## config.mk

```make
export PLATFORM = sky130hd
export DESIGN_NAME = svs_ctrl
export DESIGN_NICKNAME = d
export VERILOG_FILES = /design/src/rtl/svs_pkg.sv /design/src/rtl/svs_regs.sv /design/src/rtl/svs_cmp_filter.sv /design/src/rtl/svs_settle_timer.sv /design/src/rtl/svs_ctrl.sv
export SDC_FILE = /design/constraint.sdc
export NUM_CORES = 1
export LEC_CHECK = 0
export ABC_CLOCK_PERIOD_IN_PS = 1760
export BUFFER_PORTS_ARGS = -buffer_cell sky130_fd_sc_hd__buf_2
export CAP_MARGIN = 15
export CORE_MARGIN = 3
export CORE_UTILIZATION = 40
export DETAILED_ROUTE_END_ITERATION = 10
export GPL_TIMING_DRIVEN = 0
export SLEW_MARGIN = 20
export SYNTH_ARGS = -nofsm -noshare
export SYNTH_HDL_FRONTEND = slang
export SYNTH_SLANG_ARGS = --single-unit
```

## constraint.sdc

```tcl
create_clock -name clk -period 1.76 [get_ports clk]
set_clock_uncertainty 0.1 [all_clocks]
set_input_delay 0.176 -clock clk [delete_from_list [all_inputs] [get_ports clk]]
set_output_delay 0.176 -clock clk [all_outputs]
set_load 0.01 [all_outputs]
```

## src/rtl/svs_pkg.sv

```systemverilog
// Package: shared register addresses and the configuration record for the
// supply voltage supervisor controller. Assumes an 8-bit write data path.
package svs_pkg;
    localparam int LVL_W  = 4;
    localparam int ADDR_W = 2;
    localparam int DATA_W = 8;

    localparam logic [ADDR_W-1:0] ADR_CTRL  = 2'd0;
    localparam logic [ADDR_W-1:0] ADR_MODE  = 2'd1;
    localparam logic [ADDR_W-1:0] ADR_LEVEL = 2'd2;

    typedef struct packed {
        logic             en;
        logic [1:0]       op_mode;
        logic [1:0]       func;
        logic             smp_on;
        logic [LVL_W-1:0] level;
    } svs_cfg_t;
endpackage

```

## src/rtl/svs_regs.sv

```systemverilog
// Module: configuration register set. Decodes single-cycle writes into the
// enable, mode and level fields. Assumes writes are synchronous to clk.
module svs_regs
    import svs_pkg::*;
(
    input  logic              clk,
    input  logic              rst_n,
    input  logic              we_i,
    input  logic [ADDR_W-1:0] addr_i,
    input  logic [DATA_W-1:0] wdata_i,
    output svs_cfg_t          cfg_o
);
    svs_cfg_t cfg_q;

    // Register update on a decoded write
    always_ff @(posedge clk) begin
        if (!rst_n) begin
            cfg_q <= '0;
        end else if (we_i) begin
            case (addr_i)
                ADR_CTRL:  cfg_q.en <= wdata_i[0];
                ADR_MODE: begin
                    cfg_q.op_mode <= wdata_i[1:0];
                    cfg_q.func    <= wdata_i[3:2];
                    cfg_q.smp_on  <= wdata_i[4];
                end
                ADR_LEVEL: cfg_q.level <= wdata_i[LVL_W-1:0];
                default: ;
            endcase
        end
    end

    assign cfg_o = cfg_q;


    level_write_chk: assert property (@(posedge clk) disable iff (!rst_n)
        (we_i && addr_i == ADR_LEVEL) |=> cfg_q.level == $past(wdata_i[LVL_W-1:0]));
endmodule

```

## src/rtl/svs_cmp_filter.sv

```systemverilog
// Module: comparator front end. Synchronizes the asynchronous comparator bit
// and the sampling clock, then either passes the comparator through or
// requires AGREE consecutive equal samples on sampling clock rising edges.
// Assumes the sampling clock is much slower than clk.
module svs_cmp_filter #(
    parameter int AGREE = 3
) (
    input  logic clk,
    input  logic rst_n,
    input  logic active_i,
    input  logic smp_on_i,
    input  logic cmp_async_i,
    input  logic smp_clk_async_i,
    output logic smp_tick_o,
    output logic filt_o
);
    logic [1:0]       cmp_sync_q;
    logic [2:0]       sclk_sync_q;
    logic [AGREE-1:0] hist_q;
    logic [AGREE-1:0] hist_n;
    logic             filt_q;
    logic             cmp_s;
    logic             tick;

    // Two-flop synchronizer for the comparator result
    always_ff @(posedge clk) begin
        if (!rst_n) cmp_sync_q <= '0;
        else        cmp_sync_q <= {cmp_sync_q[0], cmp_async_i};
    end

    // Synchronizer plus history flop for sampling clock edge detection
    always_ff @(posedge clk) begin
        if (!rst_n) sclk_sync_q <= '0;
        else        sclk_sync_q <= {sclk_sync_q[1:0], smp_clk_async_i};
    end

    assign cmp_s  = cmp_sync_q[1];
    assign tick   = sclk_sync_q[1] & ~sclk_sync_q[2];
    assign hist_n = {hist_q[AGREE-2:0], cmp_s};

    // Sample history and filtered level
    always_ff @(posedge clk) begin
        if (!rst_n || !active_i) begin
            hist_q <= '0;
            filt_q <= 1'b0;
        end else if (!smp_on_i) begin
            filt_q <= cmp_s;
        end else if (tick) begin
            hist_q <= hist_n;
            if (&hist_n)       filt_q <= 1'b1;
            else if (~|hist_n) filt_q <= 1'b0;
        end
    end

    assign smp_tick_o = tick;
    assign filt_o     = filt_q;


    smp_hold_chk: assert property (@(posedge clk) disable iff (!rst_n)
        (active_i && smp_on_i && !tick) |=> $stable(filt_q));

    nosmp_follow_chk: assert property (@(posedge clk) disable iff (!rst_n)
        (active_i && !smp_on_i) |=> filt_q == $past(cmp_sync_q[1]));
endmodule

```

## src/rtl/svs_settle_timer.sv

```systemverilog
// Module: settling timer. Counts SETTLE_CYC clocks after activation, then,
// if sampling is on, waits for SMP_EDGES sampling ticks before asserting
// ready. Deactivation clears everything. Assumes SETTLE_CYC >= 1.
module svs_settle_timer #(
    parameter int SETTLE_CYC = 75000,
    parameter int SMP_EDGES  = 3
) (
    input  logic clk,
    input  logic rst_n,
    input  logic active_i,
    input  logic smp_on_i,
    input  logic smp_tick_i,
    output logic ready_o
);
    localparam int CNT_W = $clog2(SETTLE_CYC + 1);
    localparam int TCK_W = $clog2(SMP_EDGES + 1);
    localparam logic [CNT_W-1:0] CNT_END = CNT_W'(SETTLE_CYC);
    localparam logic [TCK_W-1:0] TCK_END = TCK_W'(SMP_EDGES - 1);

    logic [CNT_W-1:0] cnt_q;
    logic [TCK_W-1:0] tck_q;
    logic             ready_q;

    // Settle count, then sampling edge count, then ready
    always_ff @(posedge clk) begin
        if (!rst_n || !active_i) begin
            cnt_q   <= '0;
            tck_q   <= '0;
            ready_q <= 1'b0;
        end else if (cnt_q != CNT_END) begin
            cnt_q <= cnt_q + 1'b1;
        end else if (!ready_q) begin
            if (!smp_on_i) begin
                ready_q <= 1'b1;
            end else if (smp_tick_i) begin
                if (tck_q == TCK_END) ready_q <= 1'b1;
                else                  tck_q   <= tck_q + 1'b1;
            end
        end
    end

    assign ready_o = ready_q;


    ready_count_chk: assert property (@(posedge clk) disable iff (!rst_n)
        ready_q |-> cnt_q == CNT_END);

    smp_ready_chk: assert property (@(posedge clk) disable iff (!rst_n)
        (active_i && smp_on_i && !ready_q && !smp_tick_i) |=> !ready_q);

    off_clears_chk: assert property (@(posedge clk) disable iff (!rst_n)
        !active_i |=> !ready_q);
endmodule

```

## src/rtl/svs_ctrl.sv

```systemverilog
// Module: supply voltage supervisor controller top. Holds the configuration,
// runs the settling timer and comparator filter, and produces the level flag,
// interrupt pulse, held reset and threshold select. Assumes the comparator
// and sampling clock inputs are asynchronous to clk.
module svs_ctrl
    import svs_pkg::*;
#(
    parameter int SETTLE_CYC  = 75000,
    parameter int AGREE_EDGES = 3
) (
    input  logic              clk,
    input  logic              rst_n,
    input  logic              cfg_we_i,
    input  logic [ADDR_W-1:0] cfg_addr_i,
    input  logic [DATA_W-1:0] cfg_wdata_i,
    input  logic              cmp_i,
    input  logic              smp_clk_i,
    output logic [LVL_W-1:0]  lvl_code_o,
    output logic              thr_sel_o,
    output logic              ready_o,
    output logic              lvl_o,
    output logic              irq_o,
    output logic              rst_o
);
    svs_cfg_t cfg;
    logic     active;
    logic     smp_tick;
    logic     filt;
    logic     ready;
    logic     lvl_d;
    logic     lvl_q;
    logic     irq_q;
    logic     rst_q;

    svs_regs u_regs (
        .clk     (clk),
        .rst_n   (rst_n),
        .we_i    (cfg_we_i),
        .addr_i  (cfg_addr_i),
        .wdata_i (cfg_wdata_i),
        .cfg_o   (cfg)
    );

    // Supervisor mode needs enable and an operating mode of 2 or 3
    assign active = cfg.en & cfg.op_mode[1];

    svs_cmp_filter #(.AGREE(AGREE_EDGES)) u_filt (
        .clk             (clk),
        .rst_n           (rst_n),
        .active_i        (active),
        .smp_on_i        (cfg.smp_on),
        .cmp_async_i     (cmp_i),
        .smp_clk_async_i (smp_clk_i),
        .smp_tick_o      (smp_tick),
        .filt_o          (filt)
    );

    svs_settle_timer #(.SETTLE_CYC(SETTLE_CYC), .SMP_EDGES(AGREE_EDGES)) u_timer (
        .clk        (clk),
        .rst_n      (rst_n),
        .active_i   (active),
        .smp_on_i   (cfg.smp_on),
        .smp_tick_i (smp_tick),
        .ready_o    (ready)
    );

    // Next level flag: masked until ready
    assign lvl_d = active & ready & filt;

    // Level flag, interrupt pulse and held reset
    always_ff @(posedge clk) begin
        if (!rst_n) begin
            lvl_q <= 1'b0;
            irq_q <= 1'b0;
            rst_q <= 1'b0;
        end else begin
            lvl_q <= lvl_d;
            irq_q <= cfg.func[0] & lvl_d & ~lvl_q;
            rst_q <= cfg.func[1] & lvl_d;
        end
    end

    assign lvl_code_o = cfg.level;
    assign thr_sel_o  = lvl_q;
    assign ready_o    = ready;
    assign lvl_o      = lvl_q;
    assign irq_o      = irq_q;
    assign rst_o      = rst_q;


    mask_until_ready_chk: assert property (@(posedge clk) disable iff (!rst_n)
        !ready_o |=> (!lvl_o && !irq_o && !rst_o));

    irq_single_chk: assert property (@(posedge clk) disable iff (!rst_n)
        irq_o |=> !irq_o);

    irq_on_rise_chk: assert property (@(posedge clk) disable iff (!rst_n)
        irq_o |-> (lvl_o && !$past(lvl_o)));

    rst_with_lvl_chk: assert property (@(posedge clk) disable iff (!rst_n)
        rst_o |-> lvl_o);

    mode_gate_chk: assert property (@(posedge clk) disable iff (!rst_n)
        !cfg.op_mode[1] |=> !ready_o);
endmodule

```

==> impl_metrics.env <==
export IMPL_p_per_area_mw_per_mm2=776.9
export IMPL_syn_to_final_growth_pct=16.56
export IMPL_max_stage_delay_ns=0.35
export IMPL_relSlewSlack_pct=67.04
export IMPL_status="complete, no violations"
export IMPL_drt_total_wl_mm=3.231
export IMPL_grt_overflow_total=0
export IMPL_clock_sinks=40
export IMPL_drt_iter0_drc=23
export IMPL_max_freq_mhz=615.3
export IMPL_dp_hpwl_mm=2.372
export IMPL_placementRows=23
export IMPL_crit_buf_inv=2
export IMPL_end_kind="flop"
export IMPL_synthesis_nets=193
export IMPL_clkPwrFrac_pct=36.9
export IMPL_seqPwrFrac_pct=59.2
export IMPL_die_h_um=71.63
export IMPL_gp_congestion=0.7817
export IMPL_ys_async_sr_fraction_pct=0
export IMPL_tightestPinTransition_ns=0.4943
export IMPL_grt_pass1_vias=1297
export IMPL_design_die_area_mm2=0.005131
export IMPL_die_w_um=71.63
export IMPL_insertion_delay_ns=0.29
export IMPL_fin_ws_ns=0.1348
export IMPL_path_cells="inv_1, ha_1, and4bb_1, and4_1, buf_6, a21oi_2, a311oi_2"
export IMPL_rsz0062_at_grt="false"
export IMPL_multiInputGateArea_um2=865.8
export IMPL_antenna_left=0
export IMPL_antenna_found_initial=0
export IMPL_cp_max_fo=6
export IMPL_combinationalPowerShare_pct=3.9
export IMPL_setup_tns_ns=0
export IMPL_pre_cts_ws_ns=0.03501
export IMPL_switching_power_mw=0.3402
export IMPL_p_int_mw=1.220
export IMPL_tritoncts="done"
export IMPL_clockBufferDepth=2
export IMPL_via_per_inst=5.169
export IMPL_drive_gt1_share_pct=22.06
export IMPL_max_cap_violations=0
export IMPL_portBuffers=20
export IMPL_drc=0
export IMPL_whs_ns=0.03023
export IMPL_drv_slew=0
export IMPL_grt_util_met2_pct=22.14
export IMPL_syn_mean_instance_area_um2=9.845
export IMPL_start_util_pct=42.16
export IMPL_peakVddDrop_uv=424.0
export IMPL_grt_pass1_wl_mm=5.720
export IMPL_p_sw_share_pct=21.81
export IMPL_clk_pin_slew_ns=0.08
export IMPL_grt_total_usage_pct=14.26
export IMPL_cts_root_buf="clkbuf_8"
export IMPL_grt_busiest_layer="met2"
export IMPL_critical_path_top_delay_family="simple AND/OR/NAND/NOR gates"
export IMPL_synthCells=175
export IMPL_hold_class="input pin to flop"
export IMPL_coreArea_mm2=0.004086
export IMPL_numCtsBuffers=5
export IMPL_synth_flop_cell="dfxtp_1"
export IMPL_htreeDepth=2
export IMPL_layout_nets=222
export IMPL_met3_usage_pct=5.049
export IMPL_seq_area_frac_synth_pct=46.48
export IMPL_p_leak_nw=0.7797
export IMPL_dr_pass1_iters=4
export IMPL_setup_viol=0
export IMPL_synth_edf_count=0
export IMPL_start_kind="flop"
export IMPL_crit_type="flop to flop"
export IMPL_dr_total_vias=1313
export IMPL_n_antenna_cell=0
export IMPL_synth_area_mm2=0.001723
export IMPL_met1_usage_pct=17.93
export IMPL_fin_crit_sh_pct=92.34
export IMPL_dp_cells=245
export IMPL_crit_required_ns=1.86
export IMPL_cpMaxStageDelayCell="dfxtp_2"
export IMPL_hold_viol_final=0
export IMPL_fillers=400
export IMPL_regArea_um2=803.3
export IMPL_synth_warnings=0
export IMPL_instances_no_fill=254
export IMPL_pin_count=24
export IMPL_ys_types=39
export IMPL_period_needed_ns=1.625
export IMPL_wl_per_cell_um=12.72
export IMPL_synth_seq_cells=40
export IMPL_grt_max_degree=13
export IMPL_arrival_ns=1.73
==> worst reg2reg max path: stages (launching register included) <==
cell and delay (ns):
dfxtp_2 0.35, inv_1 0.09, ha_1 0.16, and4bb_1 0.21, and4_1 0.21, buf_6 0.13
a21oi_2 0.06, a311oi_2 0.24
==> per-layer routing <==
layer / vias to the layer above / part of all wire (%)
met5: - / 0
met2: 26 / 46
met4: 0 / 1.4
li1: 664 / -
met1: 619 / 47
met3: 4 / 5.4
==> sequential cells by signal, indices dropped and copies added (netlist names) <==
signal / flops
u_filt.filt_o: 1
irq_o: 1
lvl_o: 1
u_filt.sclk_sync_q: 3
u_timer.cnt_q: 17
u_filt.cmp_sync_q: 2
u_timer.ready_o: 1
rst_o: 1
u_regs.cfg_o: 9
u_timer.tck_q: 2
u_filt.hist_q: 2
==> Yosys cell counts (2+ instances only) <==
| library cell | n | share of area (%) |
|---|---|---|
| nor2_1 | 18 | 3.9 |
| and3_1 | 2 | 0.73 |
| xnor2_1 | 8 | 4.1 |
| nand4_1 | 4 | 1.5 |
| nand3b_1 | 6 | 2.6 |
| nand2_1 | 8 | 1.7 |
| nand2b_1 | 2 | 0.73 |
| nor3_1 | 4 | 1.2 |
| ha_1 | 3 | 2.2 |
| nor4_1 | 3 | 1.1 |
| xor2_1 | 5 | 2.5 |
| nand3_1 | 7 | 2.0 |
| and2_1 | 6 | 2.2 |
| inv_1 | 4 | 0.87 |
| clkbuf_1 | 3 | 0.65 |
| a21oi_1 | 6 | 1.7 |
| mux2i_1 | 11 | 6.4 |
| dfxtp_1 | 40 | 46 |
| buf_4 | 5 | 2.2 |
| and4_1 | 3 | 1.5 |
| nor2b_1 | 9 | 3.3 |
==> layout by cell type, fill, tap and decap left out, types with 2 or more instances in the layout <==
cell,n
ha_1,3
mux2i_1,11
and3_1,2
clkbuf_1,3
xor2_1,5
nand2b_1,2
xnor2_1,8
nor2b_1,9
a21oi_1,6
nand3_1,6
buf_2,20
clkbuf_8,5
nand3b_1,6
nor4_1,2
nand4_1,4
dfxtp_2,2
nor3_1,3
nor2_1,17
buf_4,5
dfxtp_1,38
and2_1,6
inv_1,4
dlygate4sd3_1,2
and4_1,3
nand2_1,8
==> cell type report <==
| cell class | count | share of cell area, % |
|---|---|---|
| multi-input cells | 122 | 43.12 |
| inverters | 4 | 0.7477 |
| well taps | 50 | 3.115 |
| clock inverters | 2 | 0.6231 |
| plain buffers | 9 | 2.991 |
| flip-flops and latches | 40 | 40.00 |
| repair buffers | 22 | 5.981 |
| clock buffers | 5 | 3.427 |
==> worst paths after layout <==
kind	start	to	slack, ns	cells past startpoint
worst max-delay path	u_timer.cnt_q[0]$_SDFFE_PP0P_	u_timer.tck_q[1]$_SDFFE_PP0P_	0.13	7
worst min-delay path	cfg_wdata_i[4]	u_regs.cfg_o[4]$_SDFFE_PN0P_	0.03	3
worst max register to register	u_timer.cnt_q[0]$_SDFFE_PP0P_	u_timer.tck_q[1]$_SDFFE_PP0P_	0.13	7
worst min register to register	u_filt.cmp_sync_q[0]$_SDFF_PN0_	u_filt.cmp_sync_q[1]$_SDFF_PN0_	0.34	1
==> per-stage QoR <==
step           area (um2)  utilization (%)  power [mW]
2_1_floorplan        1723                -      0.9766
3_3_place_gp         1886            46.14       1.000
3_5_place_dp         1886            46.14       1.002
4_1_cts              1987            48.62       1.586
5_1_grt              2008            49.14       1.635
6_report             2008            49.14       1.560
==> power groups by stage <==
stage / logic, mW / registers (mW) / clock network [mW]
6_report: 0.0606 / 0.924 / 0.576
5_1_grt: 0.0671 / 0.925 / 0.642
4_1_cts: 0.0612 / 0.923 / 0.602
3_3_place_gp: 0.0561 / 0.944 / 0
2_1_floorplan: 0.0343 / 0.942 / 0
3_5_place_dp: 0.0575 / 0.945 / 0
==> what timing repair did <==
| item | in CTS | in global routing |
|---|---|---|
| setup buffers | 0 | 0 |
| setup endpoints to repair | 0 | 7 |
| hold buffers | 2 | 0 |
| gates resized for setup | 0 | 6 |
| hold endpoints to repair | 2 | 0 |
==> kinds of logic (layout without fill, tap and decap cells) <==
| family | Yosys count | after routing | share of synthesized area (%) |
|---|---|---|---|
| compound gates | 14 | 14 | 5.665 |
| xor+xnor | 13 | 13 | 6.609 |
| fa+ha+maj | 3 | 3 | 2.179 |
| buf+inv | 13 | 42 | 4.357 |
| flops | 40 | 40 | 46.48 |
| mux | 11 | 11 | 6.391 |
| simple gates | 81 | 81 | 28.32 |
No activity file was read; power rests on OpenSTA's default activity.
